$ cat src/rtl/rxfc_pkg.sv
package rxfc_pkg;

   typedef enum logic [2:0] {
      CLS_GOOD    = 3'd0,
      CLS_UNDER   = 3'd1,
      CLS_OVF     = 3'd2,
      CLS_ERR     = 3'd3,
      CLS_FRAMING = 3'd4
   } frame_class_e;

   localparam int NUM_CLASSES = 5;

endpackage

$ cat src/rtl/rxfc_tracker.sv
module rxfc_tracker
   import rxfc_pkg::*;
#(
   parameter int SYMS    = 8,
   parameter int EMPTY_W = 3,
   parameter int LEN_W   = 16
) (
   input  logic               clk,
   input  logic               rst_n,
   input  logic               hold_in,
   input  logic               in_valid,
   input  logic               in_sop,
   input  logic               in_eop,
   input  logic [EMPTY_W-1:0] in_empty,
   input  frame_class_e       end_cls,
   output logic               out_ready,
   output logic               sum_valid,
   output logic [LEN_W-1:0]   sum_bytes,
   output frame_class_e       sum_cls,
   output logic               drop_pulse,
   output logic               proto_pulse
);

   localparam int BEAT_W = LEN_W - EMPTY_W;
   localparam logic [BEAT_W-1:0] BEAT_MAX = '1;

   generate
      if ((1 << EMPTY_W) != SYMS) begin : g_bad_syms
         $error("rxfc_tracker: symbol count must equal 2**EMPTY_W");
      end
      if (BEAT_W < 2) begin : g_bad_len
         $error("rxfc_tracker: length width too small");
      end
   endgenerate

   logic               in_frame_q;
   logic [BEAT_W-1:0]  beats_q;
   logic               pend_q;
   logic [LEN_W-1:0]   pend_bytes_q;
   frame_class_e       pend_cls_q;

   logic               acc;
   logic [BEAT_W-1:0]  beats_inc;
   logic [LEN_W-1:0]   bytes_last;
   logic [LEN_W-1:0]   bytes_single;
   logic [LEN_W-1:0]   bytes_abort;

   assign out_ready    = !hold_in && !pend_q;
   assign acc          = in_valid && out_ready;
   assign beats_inc    = (beats_q == BEAT_MAX) ? beats_q : beats_q + 1'b1;
   assign bytes_last   = {beats_inc, {EMPTY_W{1'b0}}} - LEN_W'(in_empty);
   assign bytes_single = LEN_W'(SYMS) - LEN_W'(in_empty);
   assign bytes_abort  = {beats_q, {EMPTY_W{1'b0}}};

   always_ff @(posedge clk or negedge rst_n) begin
      if (!rst_n) begin
         in_frame_q   <= 1'b0;
         beats_q      <= '0;
         pend_q       <= 1'b0;
         pend_bytes_q <= '0;
         pend_cls_q   <= CLS_GOOD;
         sum_valid    <= 1'b0;
         sum_bytes    <= '0;
         sum_cls      <= CLS_GOOD;
         drop_pulse   <= 1'b0;
         proto_pulse  <= 1'b0;
      end else begin
         sum_valid   <= 1'b0;
         drop_pulse  <= 1'b0;
         proto_pulse <= 1'b0;
         if (pend_q) begin
            sum_valid <= 1'b1;
            sum_bytes <= pend_bytes_q;
            sum_cls   <= pend_cls_q;
            pend_q    <= 1'b0;
         end else if (acc) begin
            proto_pulse <= !in_eop && (in_empty != '0);
            if (in_sop) begin
               if (in_frame_q) begin
                  sum_valid <= 1'b1;
                  sum_bytes <= bytes_abort;
                  sum_cls   <= CLS_FRAMING;
                  if (in_eop) begin
                     pend_q       <= 1'b1;
                     pend_bytes_q <= bytes_single;
                     pend_cls_q   <= end_cls;
                     in_frame_q   <= 1'b0;
                  end else begin
                     beats_q <= BEAT_W'(1);
                  end
               end else if (in_eop) begin
                  sum_valid <= 1'b1;
                  sum_bytes <= bytes_single;
                  sum_cls   <= end_cls;
               end else begin
                  in_frame_q <= 1'b1;
                  beats_q    <= BEAT_W'(1);
               end
            end else if (in_frame_q) begin
               if (in_eop) begin
                  sum_valid  <= 1'b1;
                  sum_bytes  <= bytes_last;
                  sum_cls    <= end_cls;
                  in_frame_q <= 1'b0;
               end else begin
                  beats_q <= beats_inc;
               end
            end else begin
               drop_pulse <= 1'b1;
            end
         end
      end
   end

   // a deferred summary blocks the next beat
   a_r6_pend_blocks: assert property (@(posedge clk) disable iff (!rst_n)
      pend_q |-> !out_ready);
   // the deferred summary is issued on the very next cycle
   a_r6_pend_issues: assert property (@(posedge clk) disable iff (!rst_n)
      pend_q |=> sum_valid);
   // every reported frame has a length
   a_r2_len_nonzero: assert property (@(posedge clk) disable iff (!rst_n)
      sum_valid |-> sum_bytes != '0);
   // class code within the defined set
   a_r5_cls_legal: assert property (@(posedge clk) disable iff (!rst_n)
      sum_valid |-> sum_cls <= CLS_FRAMING);
   // a dropped beat yields no summary
   a_r7_drop_no_sum: assert property (@(posedge clk) disable iff (!rst_n)
      drop_pulse |-> !sum_valid);
   // protocol flag only after an accepted beat without end marker
   a_r8_proto_src: assert property (@(posedge clk) disable iff (!rst_n)
      proto_pulse |-> $past(in_valid && out_ready && !in_eop));

endmodule

$ cat config.mk
export PLATFORM = sky130hd
export DESIGN_NAME = rxfc_tracker
export DESIGN_NICKNAME = d
export VERILOG_FILES = /design/src/rtl/rxfc_pkg.sv /design/src/rtl/rxfc_tracker.sv
export SDC_FILE = /design/constraint.sdc
export NUM_CORES = 1
export LEC_CHECK = 0
export ABC_AREA = 1
export BUFFER_PORTS_ARGS = -buffer_cell sky130_fd_sc_hd__clkbuf_2
export CAP_MARGIN = 10
export CORE_MARGIN = 5
export CORE_UTILIZATION = 50
export DETAILED_ROUTE_END_ITERATION = 8
export PLACE_DENSITY_LB_ADDON = 0.08
export SLEW_MARGIN = 20
export SYNTH_ARGS = -nofsm -noshare
export SYNTH_HDL_FRONTEND = slang
export SYNTH_SLANG_ARGS = --single-unit
$ cat constraint.sdc
create_clock -name clk -period 2 [get_ports clk]
set_clock_uncertainty 0.05 [all_clocks]
set_input_delay 0.4 -clock clk [delete_from_list [all_inputs] [get_ports clk]]
set_output_delay 0.4 -clock clk [all_outputs]
set_load 0.02 [all_outputs]
## After elaboration in Yosys (flattened, before gate mapping)

Cells that the tools add are included.

- Add/sub/neg operators: 3
- Eq/ne operators: 1
- Mux-type cells: 36
- Bitwise gates (word level): 2
- Reduce and logical (&&, ||, !) cells: 17

Operators by type and width:

| operator | number |
|---|---|
| $mux W16 | 7 |
| $mux W13 | 5 |
| $mux W1 | 18 |
| $mux W3 | 6 |
| $sub A16 B3 Y16 | 1 |
| $add A13 B1 Y13 const B | 1 |
| $eq A13 B13 Y1 const B | 1 |
| $reduce_bool A3 Y1 | 4 |
| $reduce_and A4 Y1 | 2 |
| $reduce_and A5 Y1 | 1 |
| $sub A4 B3 Y5 const A | 1 |
| $reduce_and A2 Y1 | 2 |
| $reduce_bool A2 Y1 | 2 |
| $logic_and A1 B1 Y1 | 3 |
| $logic_not A1 Y1 | 3 |
| $not A1 Y1 | 2 |

- Register bits after elaboration: 56
- Input bits: 12
- Output and inout port bits: 23
- Word-level logic and storage cells: 69

## Longest topological paths before layout

Gate-level depths: netlist of the first run.

- Depth after elaboration: 8
- Gate-level depth with buffers: 15
- Gate-level depth less buffers: 15

## Worst setup path after synthesis of the first run

No wires, ideal clock.

- Kind: flip-flop to flip-flop
- From: register pend_q
- To: register pend_bytes_q[2]
- Setup time: 0.125 ns
- Arrival time: 1.830 ns
- Required time: 1.825 ns
- Slack: -0.005 ns
- Cell stages (with the launch flop): 6
- Buffers on the path: 1
- Clock period less this slack: 2.005 ns
- Cells stage by stage: dfrtp_1 > nor2_1 > nand2_1 > nor3_1 > buf_2 > mux2_2

- Cells in the longest elaborated chain, start to end: 4
- Elaborated cells between the ends (all ways): 5
- Classes of those cells: bitwise: 1; reduce/logical: 4

Ends and longest elaborated chain:

| item | RTL line | text |
|---|---|---|
| start: declaration | rxfc_tracker.sv:38 | `logic pend_q;` |
| start signal: assignment | rxfc_tracker.sv:59 | `pend_q <= 1'b0;` |
| start signal: assignment | rxfc_tracker.sv:75 | `pend_q <= 1'b0;` |
| start signal: assignment | rxfc_tracker.sv:84 | `pend_q <= 1'b1;` |
| $logic_not A1 Y1 | rxfc_tracker.sv:48 | `assign out_ready = !hold_in && !pend_q;` |
| $logic_and A1 B1 Y1 | rxfc_tracker.sv:48 |  |
| net out_ready | rxfc_tracker.sv:16 | `output logic out_ready,` |
| $logic_and A1 B1 Y1 | rxfc_tracker.sv:49 | `assign acc = in_valid && out_ready;` |
| $reduce_and A5 Y1 (no line) | -- |  |
| end signal: assignment | rxfc_tracker.sv:85 | `pend_bytes_q <= bytes_single;` |
| end: declaration | rxfc_tracker.sv:39 | `logic [LEN_W-1:0] pend_bytes_q;` |

The timed path passes the listed nets, and every way through them passes these cells.
A chain may end at the register's enable or synchronous reset.

## Final worst setup path of the first run

- From: register beats_q[9]
- To: register sum_bytes[6]

- Cells in the longest elaborated chain, start to end: 8

Ends and longest elaborated chain:

| item | RTL line | text |
|---|---|---|
| start: declaration | rxfc_tracker.sv:37 | `logic [BEAT_W-1:0] beats_q;` |
| start signal: assignment | rxfc_tracker.sv:106 | `beats_q <= beats_inc;` |
| $eq A13 B13 Y1 | rxfc_tracker.sv:50 | `assign beats_inc = (beats_q == BEAT_MAX) ? beats_q : beats_q + 1'b1;` |
| $mux W13 | rxfc_tracker.sv:50 |  |
| $sub A16 B3 Y16 | rxfc_tracker.sv:51 | `assign bytes_last = {beats_inc, {EMPTY_W{1'b0}}} - LEN_W'(in_empty);` |
| $mux W16 | rxfc_tracker.sv:100 | `if (in_eop) begin` |
| $mux W16 | rxfc_tracker.sv:99 | `end else if (in_frame_q) begin` |
| $mux W16 | rxfc_tracker.sv:78 | `if (in_sop) begin` |
| $mux W16 | rxfc_tracker.sv:76 | `end else if (acc) begin` |
| $mux W16 | rxfc_tracker.sv:71 | `if (pend_q) begin` |
| end signal: assignment | rxfc_tracker.sv:73 | `sum_bytes <= pend_bytes_q;` |
| end signal: assignment | rxfc_tracker.sv:81 | `sum_bytes <= bytes_abort;` |
| end signal: assignment | rxfc_tracker.sv:102 | `sum_bytes <= bytes_last;` |
| end: declaration | rxfc_tracker.sv:18 | `output logic [LEN_W-1:0] sum_bytes,` |

Every way passes these cells. The select of a mux whose other input is x is not followed.

==> qor.txt, run 1 <==
MaxCap Viol Count: 0
Ports: 35
DIE AREA: 6870 um^2
Clock share of power: 15.2%
Yosys reg bits: 44
Core area: 5140 um^2
Setup violations, final: 3
Largest net degree at the start of global routing: 27
DRT Wirelength: 6970 um
Vias in the first global route: 2509
Yosys cell types: 28
Layout cell share with drive strength beyond 1: 26.9%
# H-tree levels: 2
Failing checks: setup timing
CP most frequent cell: nand2_1
WP data arrival: 2.17 ns
Final Core Density: 65.7%
Worst hold path type: primary input to async pin
Tot Pwr: 3830 uW
Outcome: finished with violations
Total number of vias: 2636
Maximum vdd drop: 763 uV
Clk buf depth: 2
DRC viols: 0
CTS root buf: clkbuf_8
Clk slew on worst S/H paths: 0.09 ns
N_diodes: 0
Cell leakage power: 0.00175 uW
Mapped Nets: 386
CP Launch Type: register
Antenna violations before repair: 0
Post-Syn Instances: 371
Relative slew slack: 65.7%
GR Overflow Total: 0
Tmin final: 2.03 ns
Period Utilization, post-route: 102%
Mean Syn Cell Area: 7.16 um^2
Worst reg2reg setup slack: -0.03 ns
Worst-path fanout max: 6
Total Routing Usage GR: 20.5%
Final worst-path setup slack: -0.0348 ns
First-pass GRT wire length: 11700 um
Clock sinks: 44
Drt via density: 5.18
Area leader, netlist: dfrtp_1
Sequential power share: 34.0%
Synth top area cells: dfrtp_1 41%, nand2_1 16%, nand3_1 7.0%, inv_1 6.4%, o21ai_0 4.5%
Internal: 2160 uW
Wire length per cell: 13.7 um
PD cells: 1130 nW/um^2
CP Cell Sequence: nand2_1 -> nor2_1 -> nand2_1 -> nor2_4 -> nor2_1 -> buf_4 -> nand2_4 -> nor2_4 -> buf_4 -> a21oi_2 -> o21ai_1 -> nand3_1 -> nand2_1
Antenna Nets Post-Route: 0
Num CTS Buffers: 5
Die X: 82.9 um
CP max stage cell: dfrtp_1
Switch share: 43.6%
Max Freq: 491 MHz
Die span in y: 82.9 um
Seq/Total Area, Yosys: 41.5%
Crit Path Category: register to register
I/O Buffers: 34
Area fraction of the dominant cell type after synthesis: 41.5%
Synth Cell Area: 2660 um^2
Final max-slew violation count: 0
Final Hold Fails: 0
CP max stage delay: 0.39 ns
RSZ-0062 raised after global routing: true
Synth-to-Final Area Change: 27.1%
Required @ worst endpoint: 2.13 ns
Number of DRC markers in iteration 0: 213
Logic pwr share: 50.8%
Initial Util: 51.7%
Row count: 26
CTS tree: built
Drt first pass iters: 6
Switching power total: 1670 uW
HPWL Detailed: 5430 um
Insertion delay to the later sink of the worst-skew pair: 0.30 ns
Layout Nets: 453
Placer's final routability congestion estimate: 1.05
CP Capture Type: register
Worst-margin pin slew: 0.514 ns
Yosys warning count: 0
-- flip-flops by register name, summed over array words and instances (netlist names) --
name and count:
sum_bytes 16, sum_cls 3, pend_q 1, drop_pulse 1, beats_q 13, in_frame_q 1, sum_valid 1, pend_cls_q 3
proto_pulse 1, pend_bytes_q 4
-- cells by family after synthesis --
group | share of synthesized area [%]
AOI/OAI and AO/OA | 11.7
muxes | 1.27
and+or+nand+nor | 34.7
buffers and inverters | 8.15
DFF | 41.5
adders and majority gates | 1.41
xor gates and xnor gates | 1.32
-- layout make-up --
class,instances,area [um^2]
clock inverter,2,15.0
multi-input combinational,271,1470
inverter,47,176
tap,70,87.6
clock buffer,6,82.6
timing repair buffer,69,445
sequential,44,1100
fill,480,1770
-- worst max-delay path: cells and delay by family, from the launching register on --
kind,cells,cell delay (ns)
compound gates,2,0.18
buf+inv,2,0.30
flops,1,0.39
simple gates,9,0.99
-- layout by cell type (no fill, tap or decap), types with 15 or more instances in the layout --
master / n
buf_4: 34
nor2_1: 22
nand3_1: 32
clkbuf_2: 34
o21ai_0: 21
inv_1: 45
dfrtp_1: 43
o22ai_1: 15
nand2_1: 112
-- cells in the mapped netlist (all sizes together) --
cell and number:
a21oi 9, a31oi 4, buf 6, clkbuf 3, clkinv 1, dfrtp 44, ha 3, inv 46
mux2 3, nand2 119, nand3 39, nand4 7, nor2 36, nor3 5, o21ai 25, o221ai 2
o22ai 15, xor2 4
-- stage by stage --
| step | worst slack (ns) | instance area, um^2 | instances | setup TNS [ns] | hold slack (ns) |
|---|---|---|---|---|---|
| detailed placement | -0.0456 | 3110 | 496 | -0.131 | 0.345 |
| global route | -0.179 | 3370 | 509 | -1.32 | 0.0325 |
| CTS | 0.00136 | 3260 | 507 | 0 | 0.0182 |
| floorplan | 0.0676 | 2660 | 371 | 0 | 0.0544 |
| global placement | -0.0110 | 3110 | 496 | -0.0110 | 0.337 |
| finish | -0.0348 | 3370 | 509 | -0.0596 | 0.0121 |
-- metal layers --
metal / wire, um / share of wire (%) / up-vias / track usage (%)
met5: 0 / 0 / - / 0
met2: 3150 / 45 / 70 / 31.6
met1: 3410 / 49 / 1207 / 29.6
met4: 61 / 0.87 / 0 / 5.65
met3: 350 / 5.0 / 7 / 3.56
li1: - / - / 1352 / -
-- worst paths after layout --
check | from | endpoint | depth (start not counted)
min | rst_n | beats_q[3] | 1
max | beats_q[9] | sum_bytes[6] | 13
max reg2reg | beats_q[9] | sum_bytes[6] | 13
min reg2reg | sum_bytes[12] | sum_bytes[12] | 2
max in group asynchronous | rst_n | beats_q[2] | 2
min in group clk | end_cls[0] | pend_cls_q[0] | 3
-- power groups by stage --
stage | Combinational (uW) | Sequential, uW | Clock (uW)
2_1_floorplan | 957 | 1420 | 0
3_5_place_dp | 1710 | 1300 | 0
6_report | 1940 | 1300 | 581
4_1_cts | 1810 | 1280 | 605
5_1_grt | 2130 | 1330 | 640
3_3_place_gp | 1690 | 1290 | 0
-- repair_timing --
| item | 4_1_cts | 5_1_grt |
|---|---|---|
| endpoints found under the setup margin | 8 | 12 |
| endpoints found under the hold margin | 0 | 0 |
| gates resized for setup | 8 | 21 |
| pin swaps | 9 | 14 |
| gates cloned | 0 | 0 |
| setup buffers | 3 | 2 |
| hold buffers | 0 | 0 |
Note: power is estimated with default switching activity, not from simulation.
==> run 2, diff against run 1 <==
--- a/config.mk
+++ b/config.mk
@@ -10,8 +10,9 @@
 export CAP_MARGIN = 10
 export CORE_MARGIN = 5
 export CORE_UTILIZATION = 50
+export CTS_BUF_LIST = sky130_fd_sc_hd__clkbuf_16
 export DETAILED_ROUTE_END_ITERATION = 8
-export PLACE_DENSITY_LB_ADDON = 0.08
+export PLACE_DENSITY = 0.72
 export SLEW_MARGIN = 20
 export SYNTH_ARGS = -nofsm -noshare
 export SYNTH_HDL_FRONTEND = slang
==> run 2 against run 1 <==
Against the previous run:
- the run still ends with setup timing left
- total power is 6.4% higher
- register-to-register slack hardly changed
- critical path type unchanged
- die area is the same
- clock power grew 38%
- first-iteration DRC count rose by 4.7%
- sequential power barely moved
- worst hold slack gained 0.077 ns
- flip-flop and latch count unchanged
- design area up 0.19%
- highest routed layer unchanged
- non-clock buffer count down 7
- global-route usage is 1.2 points higher
- critical path depth unchanged
==> qor.txt, run 2 (synthesis results as in run 1) <==
Relative slew slack: 55.7%
Total Routing Usage GR: 21.7%
Required @ worst endpoint: 2.18 ns
Period Utilization, post-route: 101%
Layout Nets: 446
Switching power total: 1760 uW
Worst-path fanout max: 7
Tmin final: 2.03 ns
Core area: 5140 um^2
Internal: 2320 uW
Max Freq: 493 MHz
Outcome: finished with violations
Most frequent cells in the layout: 109 x nand2_1, 45 x inv_1, 43 x dfrtp_1
Wire length per cell: 14.9 um
N_diodes: 0
Antenna violations before repair: 0
HPWL Detailed: 5600 um
Num CTS Buffers: 5
Setup violations, final: 2
Drt via density: 5.45
Logic pwr share: 48.0%
Worst-margin pin slew: 0.664 ns
Biggest regs: sum_bytes x16, beats_q x13, pend_bytes_q x4
CTS tree: built
DRC viols: 0
CTS root buf: clkbuf_16
Failing checks: setup timing
Final max-slew violation count: 0
# H-tree levels: 2
Ports: 35
Crit Path Category: register to register
Vias in the first global route: 2767
Layout cell share with drive strength beyond 1: 26.6%
Die X: 82.9 um
RSZ-0062 raised after global routing: true
Number of DRC markers in iteration 0: 223
DRT Wirelength: 7500 um
Maximum vdd drop: 564 uV
Clock sinks: 44
Filler Cells Inserted: 467
Commonest non-fill, non-tap cell in the layout: nand2_1
Total number of vias: 2738
CP Launch Type: register
Most flops, register: sum_bytes
Clock share of power: 19.6%
Sequential power share: 32.4%
Fin cells: 502
Initial Util: 51.7%
Clk buf depth: 2
MaxCap Viol Count: 0
Drt first pass iters: 5
Final worst-path setup slack: -0.0284 ns
PD cells: 1200 nW/um^2
Cell leakage power: 0.00173 uW
WP data arrival: 2.20 ns
Worst hold path type: primary input to async pin
Cell count after placement: 488
I/O Buffers: 34
Clk slew on worst S/H paths: 0.06 ns
Tot Pwr: 4070 uW
Die span in y: 82.9 um
CTS Hold Buffers Added: 0
Row count: 26
Pre-CTS setup slack: -0.0703 ns
Placer's final routability congestion estimate: 1.00
CP Capture Type: register
Final Hold Fails: 0
Antenna Nets Post-Route: 0
Final Core Density: 65.8%
Insertion delay to the later sink of the worst-skew pair: 0.29 ns
DIE AREA: 6870 um^2
Reg area: 1100 um^2
Synth-to-Final Area Change: 27.3%
GR Overflow Total: 0
Multi-input logic area: 1490 um^2
Max reg flops: 16
First-pass GRT wire length: 12400 um
Switch share: 43.1%
Largest net degree at the start of global routing: 28
## run 2: layer usage
metal	vias up	track usage, %	routed length (um)
li1	1330	-	-
met1	1296	25.5	3140
met2	89	39.9	3820
met3	23	3.66	314
met4	0	7.13	229
met5	-	0	0
## run 2: repair_timing
action                                  CTS  global route
resized for setup                         4            34
pin swaps                                 1            19
endpoints found under the hold margin     0             0
endpoints found under the setup margin    7            12
setup buffers                             0             6
## run 2: worst paths after layout
path,slack [ns],end,cells past startpoint,start
setup reg to reg,-0.03,sum_bytes[7],13,beats_q[8]
setup / recovery,-0.03,sum_bytes[7],13,beats_q[8]
hold / removal,0.09,sum_bytes[14],1,rst_n
min in group clk,0.29,pend_cls_q[0],3,end_cls[0]
max in group asynchronous,1.20,beats_q[0],2,rst_n
hold reg to reg,0.43,sum_bytes[10],2,sum_bytes[10]
## run 2: worst max-delay path: stages (launching register included)
cell	delay, ns
dfrtp_1	0.43
nand2_1	0.12
nor2_1	0.17
nand2_1	0.12
nor2_4	0.18
nand2_2	0.09
nand2_4	0.10
nand3_4	0.08
nor2_4	0.19
buf_4	0.15
a21oi_2	0.04
o21ai_1	0.09
nand3_1	0.10
nand2_1	0.06
## run 2: layout make-up
type / instances / share of cell area [%]
Inverter: 47 / 5.22
Clock inverter: 3 / 0.555
Clock buffer: 5 / 3.70
Sequential cell: 44 / 32.6
Tap cell: 70 / 2.59
Timing Repair Buffer: 62 / 11.4
Multi-Input combinational cell: 271 / 44.0
## run 2: stage by stage
step                      setup TNS [ns]  cell area (um^2)  hold slack (ns)
final                            -0.0443              3380           0.0890
after global routing               -1.65              3380            0.160
after CTS                        -0.0118              3200            0.126
after detailed placement          -0.182              3040            0.414
after global placement                 0              3040            0.415
after floorplan                        0              2660           0.0544
## run 2: power groups by stage
stage,registers (uW),logic (uW),clock network [uW]
floorplan,1420,957,0
global placement,1300,1640,0
detailed placement,1300,1660,0
CTS,1290,1690,809
global route,1350,2150,852
finish,1320,1950,800
